<file path="config.mk">
export PLATFORM = sky130hd
export DESIGN_NAME = addsub_dual
export DESIGN_NICKNAME = d
export VERILOG_FILES = /design/src/rtl/addsub_pkg.sv /design/src/rtl/addsub_fa.sv /design/src/rtl/addsub_chain.sv /design/src/rtl/addsub_ovf.sv /design/src/rtl/addsub_dual.sv
export SDC_FILE = /design/constraint.sdc
export NUM_CORES = 1
export LEC_CHECK = 0
export BUFFER_PORTS_ARGS = -buffer_cell sky130_fd_sc_hd__buf_2
export CORE_AREA = 2 2 39 41
export DETAILED_ROUTE_END_ITERATION = 8
export DIE_AREA = 0 0 41 43
export PLACE_DENSITY = 0.69
export SLEW_MARGIN = 20
export SYNTH_ARGS = -nofsm -noshare
export SYNTH_HDL_FRONTEND = slang
export SYNTH_SLANG_ARGS = --single-unit
export TNS_END_PERCENT = 30
</file>
<file path="constraint.sdc">
create_clock -name vclk -period 5.11
set_input_delay 0.2555 -clock vclk [all_inputs]
set_output_delay 0.2555 -clock vclk [all_outputs]
set_load 0.02 [all_outputs]
</file>
<file path="src/rtl/addsub_pkg.sv">
package addsub_pkg;
    localparam int unsigned ADDSUB_W = 8;

    typedef enum logic {
        MODE_TWOS = 1'b0,
        MODE_ONES = 1'b1
    } cmode_e;

    typedef struct packed {
        logic sub;
        logic wrap;
        logic cin;
    } ctl_t;
endpackage

</file>
<file path="src/rtl/addsub_fa.sv">
module addsub_fa (
    input  logic x_i,
    input  logic y_i,
    input  logic c_i,
    output logic s_o,
    output logic c_o
);
    logic prop_d;

    always_comb begin
        prop_d = x_i ^ y_i;                    // shared by sum and carry
        s_o    = prop_d ^ c_i;
        c_o    = (x_i & y_i) | (prop_d & c_i);
    end
endmodule

</file>
<file path="src/rtl/addsub_chain.sv">
module addsub_chain #(
    parameter int unsigned W = 8
) (
    input  logic [W-1:0] x_i,
    input  logic [W-1:0] y_i,
    input  logic         c_i,
    output logic [W-1:0] s_o,
    output logic         cmsb_o,
    output logic         cout_o
);
    logic [W:0] carry_d;

    assign carry_d[0] = c_i;

    for (genvar k = 0; k < W; k++) begin : g_bit
        addsub_fa u_fa (
            .x_i (x_i[k]),
            .y_i (y_i[k]),
            .c_i (carry_d[k]),
            .s_o (s_o[k]),
            .c_o (carry_d[k+1])
        );
    end

    assign cmsb_o = carry_d[W-1];
    assign cout_o = carry_d[W];
endmodule

</file>
<file path="src/rtl/addsub_ovf.sv">
module addsub_ovf (
    input  logic xs_i,
    input  logic ys_i,
    input  logic rs_i,
    output logic v_o
);
    always_comb begin
        v_o = ~(xs_i ^ ys_i) & (rs_i ^ xs_i);
    end
endmodule

</file>
<file path="src/rtl/addsub_dual.sv">
module addsub_dual #(
    parameter int unsigned WIDTH = addsub_pkg::ADDSUB_W
) (
    input  logic [WIDTH-1:0] opa_i,
    input  logic [WIDTH-1:0] opb_i,
    input  logic             sub_i,
    input  logic             ones_i,
    output logic [WIDTH-1:0] res_o,
    output logic             ovf_o
);
    import addsub_pkg::*;

    localparam int unsigned MSB = WIDTH - 1;

    cmode_e           mode_d;
    ctl_t             ctl_d;
    logic [WIDTH-1:0] beff_d;
    logic [WIDTH-1:0] sum1_d;
    logic             cmsb1_d;
    logic             cout1_d;
    logic             cmsb2_d;
    logic             cout2_d;
    logic             wrap_cin_d;

    always_comb begin
        mode_d     = cmode_e'(ones_i);
        ctl_d.sub  = sub_i;
        ctl_d.wrap = (mode_d == MODE_ONES);
        ctl_d.cin  = sub_i & (mode_d == MODE_TWOS);
        beff_d     = opb_i ^ {WIDTH{ctl_d.sub}};
    end

    // main chain: A + (B ^ sub) + cin
    addsub_chain #(.W(WIDTH)) u_main (
        .x_i    (opa_i),
        .y_i    (beff_d),
        .c_i    (ctl_d.cin),
        .s_o    (sum1_d),
        .cmsb_o (cmsb1_d),
        .cout_o (cout1_d)
    );

    assign wrap_cin_d = ctl_d.wrap & cout1_d;

    // end-around carry: second pass adds the carry-out back in at bit 0
    addsub_chain #(.W(WIDTH)) u_wrap (
        .x_i    (sum1_d),
        .y_i    ({WIDTH{1'b0}}),
        .c_i    (wrap_cin_d),
        .s_o    (res_o),
        .cmsb_o (cmsb2_d),
        .cout_o (cout2_d)
    );

    addsub_ovf u_ovf (
        .xs_i (opa_i[MSB]),
        .ys_i (beff_d[MSB]),
        .rs_i (res_o[MSB]),
        .v_o  (ovf_o)
    );

    always_comb begin
        // sign-based overflow agrees with the carry-pair overflow of the main chain
        if (!ones_i) begin
            a_r3_ovf_carry_pair: assert (ovf_o == (cmsb1_d ^ cout1_d));
        end
        // the end-around pass can never carry out of the top bit
        a_r4_no_second_carry: assert (!cout2_d);
        // a carry into the top bit of the second pass means the lower bits wrapped to zero
        if (cmsb2_d) begin
            a_r4_wrap_low_zero: assert (res_o[MSB-1:0] == '0);
        end
        // x - x in two's-complement is zero without overflow
        if (!ones_i && sub_i && (opa_i == opb_i)) begin
            a_r2_self_zero: assert (res_o == '0 && !ovf_o);
        end
        // x - x in one's-complement is the all-ones zero
        if (ones_i && sub_i && (opa_i == opb_i)) begin
            a_r7_self_ones: assert (res_o == '1 && !ovf_o);
        end
        // adding zero in two's-complement returns the first operand
        if (!ones_i && !sub_i && (opb_i == '0)) begin
            a_r1_add_zero: assert (res_o == opa_i && !ovf_o);
        end
    end
endmodule

</file>
==> flow_summary.json, run 1 <==
{
  "status": "finished, violations left",
  "violations": "negative setup slack",
  "start_util_pct": 34.0,
  "drive_above_1_share_pct": 55.9,
  "grt_max_degree": 5,
  "route.detailed.drc": 0,
  "finalMaxSlewViolations": 0,
  "pre_cts_ws_ns": -0.329,
  "grt_pass1_wl_um": 1090,
  "wirelength_um": 746,
  "synth_top_area_cell": "fa_1",
  "first_pass_iters": 3,
  "utilization_pct": 44.2,
  "gp_congestion": 0.688,
  "period_share_pct": 101,
  "die_width_um": 41,
  "grt-ovfl-total": 0,
  "irDropWorstVdd_v": 0.0000736,
  "fmax_ghz": 0.193,
  "finalHoldViolCount": 0,
  "cp.arrival_ns": 4.93,
  "synthDistinctLibCells": 10,
  "place_area_um2": 592,
  "power_density_nw_per_um2": 201,
  "worstMarginPinSlew_ns": 0.216,
  "core_area_um2": 1380,
  "final_common_cell": "buf_2",
  "worst_hold_path.endpoint": "res_o[0]",
  "cts.hold.buffers_added": 0,
  "power_uw": 123,
  "synth.area.top_cells": "fa_1, ha_1, buf_4",
  "grt_pass1_vias": 310,
  "syn_inst": 47,
  "fin_cells": 84,
  "initialDrtViolationCount": 2,
  "antenna_found_initial": 0,
  "portBuffers": 27,
  "start_kind": "input port",
  "hpwlAfterDp_um": 734,
  "hold_depth": 4,
  "syn-num-nets": 81,
  "hold_class": "input port to primary output",
  "required_ns": 4.85,
  "period_minus_slack_ns": 5.19,
  "timing.final.ws_setup_ns": -0.0763,
  "crit_type": "input port to primary output",
  "yosysWarnings": 0,
  "path_max_fanout": 4,
  "design.seq.count": 0,
  "diodes": 0,
  "vias_per_cell": 4.08,
  "critPathCaptureType": "primary output",
  "final_cell_area_um2": 612,
  "clkbuf_count": 0,
  "min_from": "ones_i",
  "synth_area_um2": 470,
  "regArea_um2": 0,
  "final_cell_mix": "buf_2, inv_1, ha_1",
  "rows": 14,
  "ios": 27,
  "final_nets": 104,
  "setup_viol": 1,
  "dr_total_vias": 343,
  "track_usage_pct": 8.58,
  "ys_seq_area_share_pct": 0,
  "dp_cells": 83,
  "postSynthAreaPerCell_um2": 10.0,
  "cap_violations": 0,
  "antenna_left": 0,
  "wl_per_cell_um": 8.88,
  "dieArea_um2": 1760,
  "slew_headroom_pct": 85.5,
  "syn2layout_area_growth_pct": 30.1,
  "rsz0062_at_grt": "yes",
  "die_h_um": 43,
  "synth_top_area_share_pct": 34.0,
  "power.leakage_uw": 0.000346
}
[layout make-up]
type,count,area [µm²]
fillers,159,772
inverters,8,30.0
repair buffers,30,158
well taps,16,20.0
multi-input cells,30,404
[timing repair]
item,4_1_cts,5_1_grt
gates cloned,0,0
pin swaps,3,1
endpoints found under the setup margin,2,2
resized for setup,5,0
setup buffers,1,0
[worst max-delay path by stage]
stage	cells past startpoint	slack, ns	endpoint	start
CTS	23	-0.14	ovf_o	sub_i
floorplan	22	0.02	ovf_o	sub_i
global route	23	-0.33	ovf_o	sub_i
detailed placement	23	-0.33	ovf_o	sub_i
finish	23	-0.08	ovf_o	sub_i
global placement	23	-0.24	ovf_o	sub_i
[cells in the mapped netlist]
cell type,number
nor2b_1,2
inv_1,8
ha_1,8
fa_1,8
buf_4,9
xnor2_1,3
nand2b_1,1
xor2_1,6
nor2_1,1
mux2_1,1
[critical path: stages]
cell     delay, ns
buf_2         0.13
xnor2_2       0.14
fa_2          0.21
inv_1         0.05
fa_1          0.38
fa_2          0.36
fa_2          0.35
fa_2          0.36
fa_1          0.36
inv_1         0.07
fa_1          0.18
fa_1          0.17
nor2b_1       0.05
ha_1          0.17
ha_1          0.18
ha_1          0.18
ha_1          0.18
ha_1          0.18
ha_1          0.19
ha_2          0.19
xnor2_2       0.16
mux2_4        0.31
buf_2         0.16
[per-layer routing]
metal / track usage (%) / wire [µm]
met5: 0 / 0
met4: 0 / 0
met3: 0 / 59
met2: 16.3 / 364
met1: 10.8 / 323
[per-stage QoR]
step                hold slack [ns]  setup TNS (ns)
floorplan                     0.769               0
global placement               1.00          -0.237
detailed placement             1.00          -0.387
CTS                            1.00          -0.141
global route                   1.02          -0.475
finish                        0.997         -0.0763
[cells by family after synthesis]
family	after synthesis	share of synthesized area, %
buf+inv	17	20.7
simple gates	4	4.79
fa+ha+maj	16	55.3
xor+xnor	9	16.8
mux	1	2.39
[power by group]
part	switching, µW	internal, µW	total (µW)	leakage (µW)
sequential	0	0	0	0
combinational	69.6	53.2	123	0.000346
clock	0	0	0	0
total	69.6	53.2	123	0.000346
Note: power is estimated with default switching activity, not from simulation.
==> inputs of run 2 (changes only) <==
Settings changed: PLACE_DENSITY 0.69 to 0.78.
==> run 2 against run 1 <==
Via count is 7.3% higher. The run still ends with negative setup slack left. Sequential share of layout area unchanged. Setup slack got worse by 0.055 ns. Utilization grew 10 points. Largest power group unchanged. Highest routed layer unchanged. Die area did not move. Clock-buffer cell count unchanged.
==> flow_summary.json, run 2 (synthesis gave the netlist of run 1 again) <==
{
  "first_pass_iters": 3,
  "period_share_pct": 103,
  "grt-ovfl-total": 0,
  "cp.arrival_ns": 4.99,
  "grt_pass1_vias": 371,
  "required_ns": 4.85,
  "cts.hold.buffers_added": 0,
  "rsz0062_at_grt": "yes",
  "power_density_nw_per_um2": 221,
  "gp_congestion": 0.674,
  "portBuffers": 27,
  "vias_per_cell": 4.33,
  "combPwrFrac_pct": 100.0,
  "worstMarginPinSlew_ns": 0.210,
  "critPathCaptureType": "primary output",
  "cap_violations": 0,
  "period_minus_slack_ns": 5.24,
  "die_h_um": 43,
  "antenna_found_initial": 0,
  "final_nets": 105,
  "regArea_um2": 0,
  "clkbuf_count": 0,
  "min_from": "opa_i[7]",
  "finalMaxSlewViolations": 0,
  "dieArea_um2": 1760,
  "power_frac_seq_pct": 0,
  "power_uw": 167,
  "grt_max_degree": 5,
  "die_width_um": 41,
  "violations": "negative setup slack",
  "dr_total_vias": 368,
  "start_kind": "input port",
  "timing.final.ws_setup_ns": -0.132,
  "slew_headroom_pct": 85.9,
  "cp_common_cell": "fa_2",
  "wirelength_um": 891,
  "place_area_um2": 592,
  "finalHoldViolCount": 0,
  "critPathTopFamily": "adder cells",
  "ios": 27,
  "pre_cts_ws_ns": -0.329,
  "fillers": 121,
  "hpwlAfterDp_um": 823,
  "track_usage_pct": 10.6,
  "status": "finished, violations left",
  "fmax_ghz": 0.191,
  "hold_depth": 4,
  "final_cell_mix": "buf_2, fa_2, inv_1, xor2_1, ha_4",
  "crit_type": "input port to primary output",
  "antenna_left": 0,
  "diodes": 0,
  "worst-path-buf-inv": 4,
  "path_cells": "buf_8 > xnor2_4 > fa_2 > inv_2 > fa_2 > fa_2 > fa_2 > fa_2 > fa_2 > inv_2 > fa_2 > fa_2 > nor2b_2 > ha_2 > ha_4 > ha_4 > ha_4 > ha_4 > ha_4 > ha_4 > xnor2_4 > mux2_4 > buf_6",
  "initialDrtViolationCount": 1,
  "power.leakage_uw": 0.000351,
  "grt_pass1_wl_um": 1360,
  "irDropWorstVdd_v": 0.0000926,
  "rows": 14,
  "route.detailed.drc": 0,
  "final_cell_area_um2": 754,
  "worst_hold_path.endpoint": "ovf_o",
  "setup_viol": 2,
  "clkPwrFrac_pct": 0,
  "core_area_um2": 1380,
  "wl_per_cell_um": 10.5,
  "p_sw_uw": 85.1,
  "multi_input_area_um2": 514,
  "slowest_delay_ns": 0.41,
  "drive_above_1_share_pct": 75.4,
  "final_common_cell": "buf_2",
  "crit_slowest_cell": "fa_2",
  "design.seq.count": 0,
  "start_util_pct": 34.0,
  "syn2layout_area_growth_pct": 60.4,
  "path_max_fanout": 4,
  "hold_class": "input port to primary output",
  "p_int_uw": 81.4,
  "switching_share_pct": 51.1
}
-- run 2: worst max path at each step --
stage	from	slack [ns]	cells past startpoint	end
4_1_cts	opb_i[0]	-0.17	23	ovf_o
2_1_floorplan	sub_i	0.02	22	ovf_o
3_3_place_gp	sub_i	-0.24	23	ovf_o
5_1_grt	sub_i	-0.27	23	ovf_o
3_5_place_dp	sub_i	-0.33	23	ovf_o
6_report	sub_i	-0.13	23	ovf_o
-- run 2: cell type report --
| type | count | share of cell area [%] |
|---|---|---|
| tap | 16 | 2.65 |
| timing repair buffer | 31 | 25.2 |
| inverter | 8 | 3.98 |
| multi-input combinational | 30 | 68.2 |
-- run 2: repair_timing --
action                                  in CTS  in global routing
endpoints found under the setup margin       2                  2
setup buffers                                2                  0
pin swaps                                    4                 12
gates resized for setup                      7                 27
-- run 2: per-layer routing --
layer | wire [µm] | global-route usage (%)
met3 | 74 | 0
met2 | 531 | 20.9
met4 | 0 | 0
met1 | 285 | 12.5
met5 | 0 | 0
-- run 2: power groups by stage --
| stage | Sequential (µW) | Combinational, µW | Clock [µW] |
|---|---|---|---|
| floorplan | 0 | 111 | 0 |
| global placement | 0 | 117 | 0 |
| detailed placement | 0 | 123 | 0 |
| CTS | 0 | 135 | 0 |
| global route | 0 | 185 | 0 |
| finish | 0 | 167 | 0 |
-- run 2: metrics by stage --
step	cells	util, %	hold slack, ns	TNS, ns
finish	85	54.5	0.977	-0.167
global route	85	54.5	1.00	-0.437
CTS	85	45.1	1.01	-0.232
detailed placement	83	42.8	1.01	-0.390
global placement	83	42.8	0.999	-0.240
floorplan	47	-	0.769	0
-- run 2: worst min-delay path, delay by kind of cell --
kind,cells,cell delay [ns]
buffers and inverters,2,0.22
AND/OR/NAND/NOR,1,0.10
multiplexers,1,0.15
==> inputs of run 3 (changes only) <==
Settings changed: CELL_PAD_IN_SITES_DETAIL_PLACEMENT from default to 0, CELL_PAD_IN_SITES_GLOBAL_PLACEMENT from default to 1, CORE_AREA 2 2 39 41 to default, CORE_MARGIN from default to 2, CORE_UTILIZATION from default to 30, DIE_AREA 0 0 41 43 to default, PLACE_DENSITY 0.78 to 0.89.
==> run 3 against run 2 <==
The run still ends with negative setup slack left. Critical path depth unchanged. Maximum frequency grew 0.25%. Global-route usage decreased by 2.1 points. Sequential cell count unchanged. Die area up 7.8%. Combinational power is 6% lower. Worst hold slack improved by 0.0072 ns. Critical endpoint unchanged. Highest routed layer unchanged.
==> flow_summary.json, run 3 (synthesis gave the netlist of run 1 again) <==
{
  "finalHoldViolCount": 0,
  "finalMaxSlewViolations": 0,
  "status": "finished, violations left",
  "crit_type": "input port to primary output",
  "die_width_um": 43.6,
  "first_pass_iters": 2,
  "regArea_um2": 0,
  "cap_violations": 0,
  "grt_pass1_vias": 326,
  "setup_viol": 1,
  "path_max_fanout": 4,
  "route.detailed.drc": 0,
  "place_area_um2": 592,
  "power.leakage_uw": 0.000345,
  "slowest_delay_ns": 0.42,
  "pre_cts_ws_ns": -0.365,
  "slew_headroom_pct": 85.8,
  "cp_common_cell": "fa_2",
  "timing.final.ws_setup_ns": -0.118,
  "wirelength_um": 796,
  "wl_per_cell_um": 9.48,
  "antenna_found_initial": 0,
  "final_common_cell": "buf_2",
  "grt_pass1_wl_um": 1260,
  "grt_max_degree": 5,
  "hold_class": "input port to primary output",
  "path_cells": "buf_8 > xnor2_4 > fa_2 > inv_2 > fa_2 > fa_2 > fa_2 > fa_2 > fa_2 > inv_2 > fa_2 > fa_2 > nor2b_1 > ha_2 > ha_4 > ha_4 > ha_4 > ha_4 > ha_4 > ha_4 > xnor2_4 > mux2_4 > buf_6",
  "gp_congestion": 0.698,
  "start_kind": "input port",
  "dieArea_um2": 1900,
  "vias_per_cell": 4.26,
  "crit_slowest_cell": "fa_2",
  "period_share_pct": 102,
  "fin_setup_tns_ns": -0.118,
  "worstMarginPinSlew_ns": 0.211,
  "drive_above_1_share_pct": 73.5,
  "hpwlAfterDp_um": 784,
  "required_ns": 4.85,
  "final_cell_mix": "buf_2, fa_2, inv_1, xor2_1, ha_4",
  "irDropWorstVdd_v": 0.0000796,
  "period_minus_slack_ns": 5.23,
  "power_density_nw_per_um2": 211,
  "initialDrtViolationCount": 1,
  "core_area_um2": 1490,
  "grt-ovfl-total": 0,
  "clkbuf_count": 0,
  "antenna_left": 0,
  "fmax_ghz": 0.191,
  "dr_total_vias": 358,
  "cp.arrival_ns": 4.97,
  "syn2layout_area_growth_pct": 58.2,
  "start_util_pct": 31.6,
  "final_nets": 104,
  "timing.hold.ws_ns": 0.985,
  "rows": 14,
  "design.seq.count": 0,
  "critPathCaptureType": "primary output",
  "portBuffers": 27,
  "violations": "negative setup slack",
  "diodes": 0,
  "track_usage_pct": 8.56,
  "die_h_um": 43.6,
  "final_cell_area_um2": 744,
  "rsz0062_at_grt": "yes",
  "ios": 27
}
-- run 3: timing repair --
action	4_1_cts	5_1_grt
pin swaps	4	13
hold buffers	0	0
endpoints found under the setup margin	2	2
endpoints found under the hold margin	0	0
gates resized for setup	10	23
setup buffers	1	0
-- run 3: where the power goes --
part,switching (µW),internal [µW]
Combinational,81.8,75.5
Sequential,0,0
Clock,0,0
-- run 3: path summary, 6_finish.rpt --
kind                  cells past startpoint  startpoint    end  slack (ns)
worst max-delay path                     23       sub_i  ovf_o       -0.12
worst min-delay path                      4    opa_i[7]  ovf_o        0.98
-- run 3: final cells by class --
cell class,instances,area [µm²]
Fill cell,143,744
Inverter,8,30.0
Multi-Input combinational cell,30,512
Tap cell,16,20.0
Timing Repair Buffer,30,183
-- run 3: worst max-delay path: cells and delay by family --
kind / cells / cell delay [ns]
multiplexers: 1 / 0.32
XOR/XNOR: 2 / 0.30
buffers and inverters: 4 / 0.35
AND/OR/NAND/NOR: 1 / 0.05
adder cells (fa/ha/maj): 15 / 3.70
-- run 3: metrics by stage --
step | power, µW | utilization (%) | instances
2_1_floorplan | 111 | - | 47
3_3_place_gp | 115 | 39.7 | 83
3_5_place_dp | 120 | 39.7 | 83
4_1_cts | 129 | 41.9 | 84
5_1_grt | 174 | 50.0 | 84
6_report | 157 | 50.0 | 84
-- run 3: routing by layer --
| metal | vias up | global-route usage (%) | wire, µm |
|---|---|---|---|
| met1 | 169 | 10.3 | 280 |
| li1 | 174 | - | - |
| met5 | - | 0 | 0 |
| met2 | 15 | 16.8 | 449 |
| met3 | 0 | 1.25 | 66 |
| met4 | 0 | 0 | 0 |
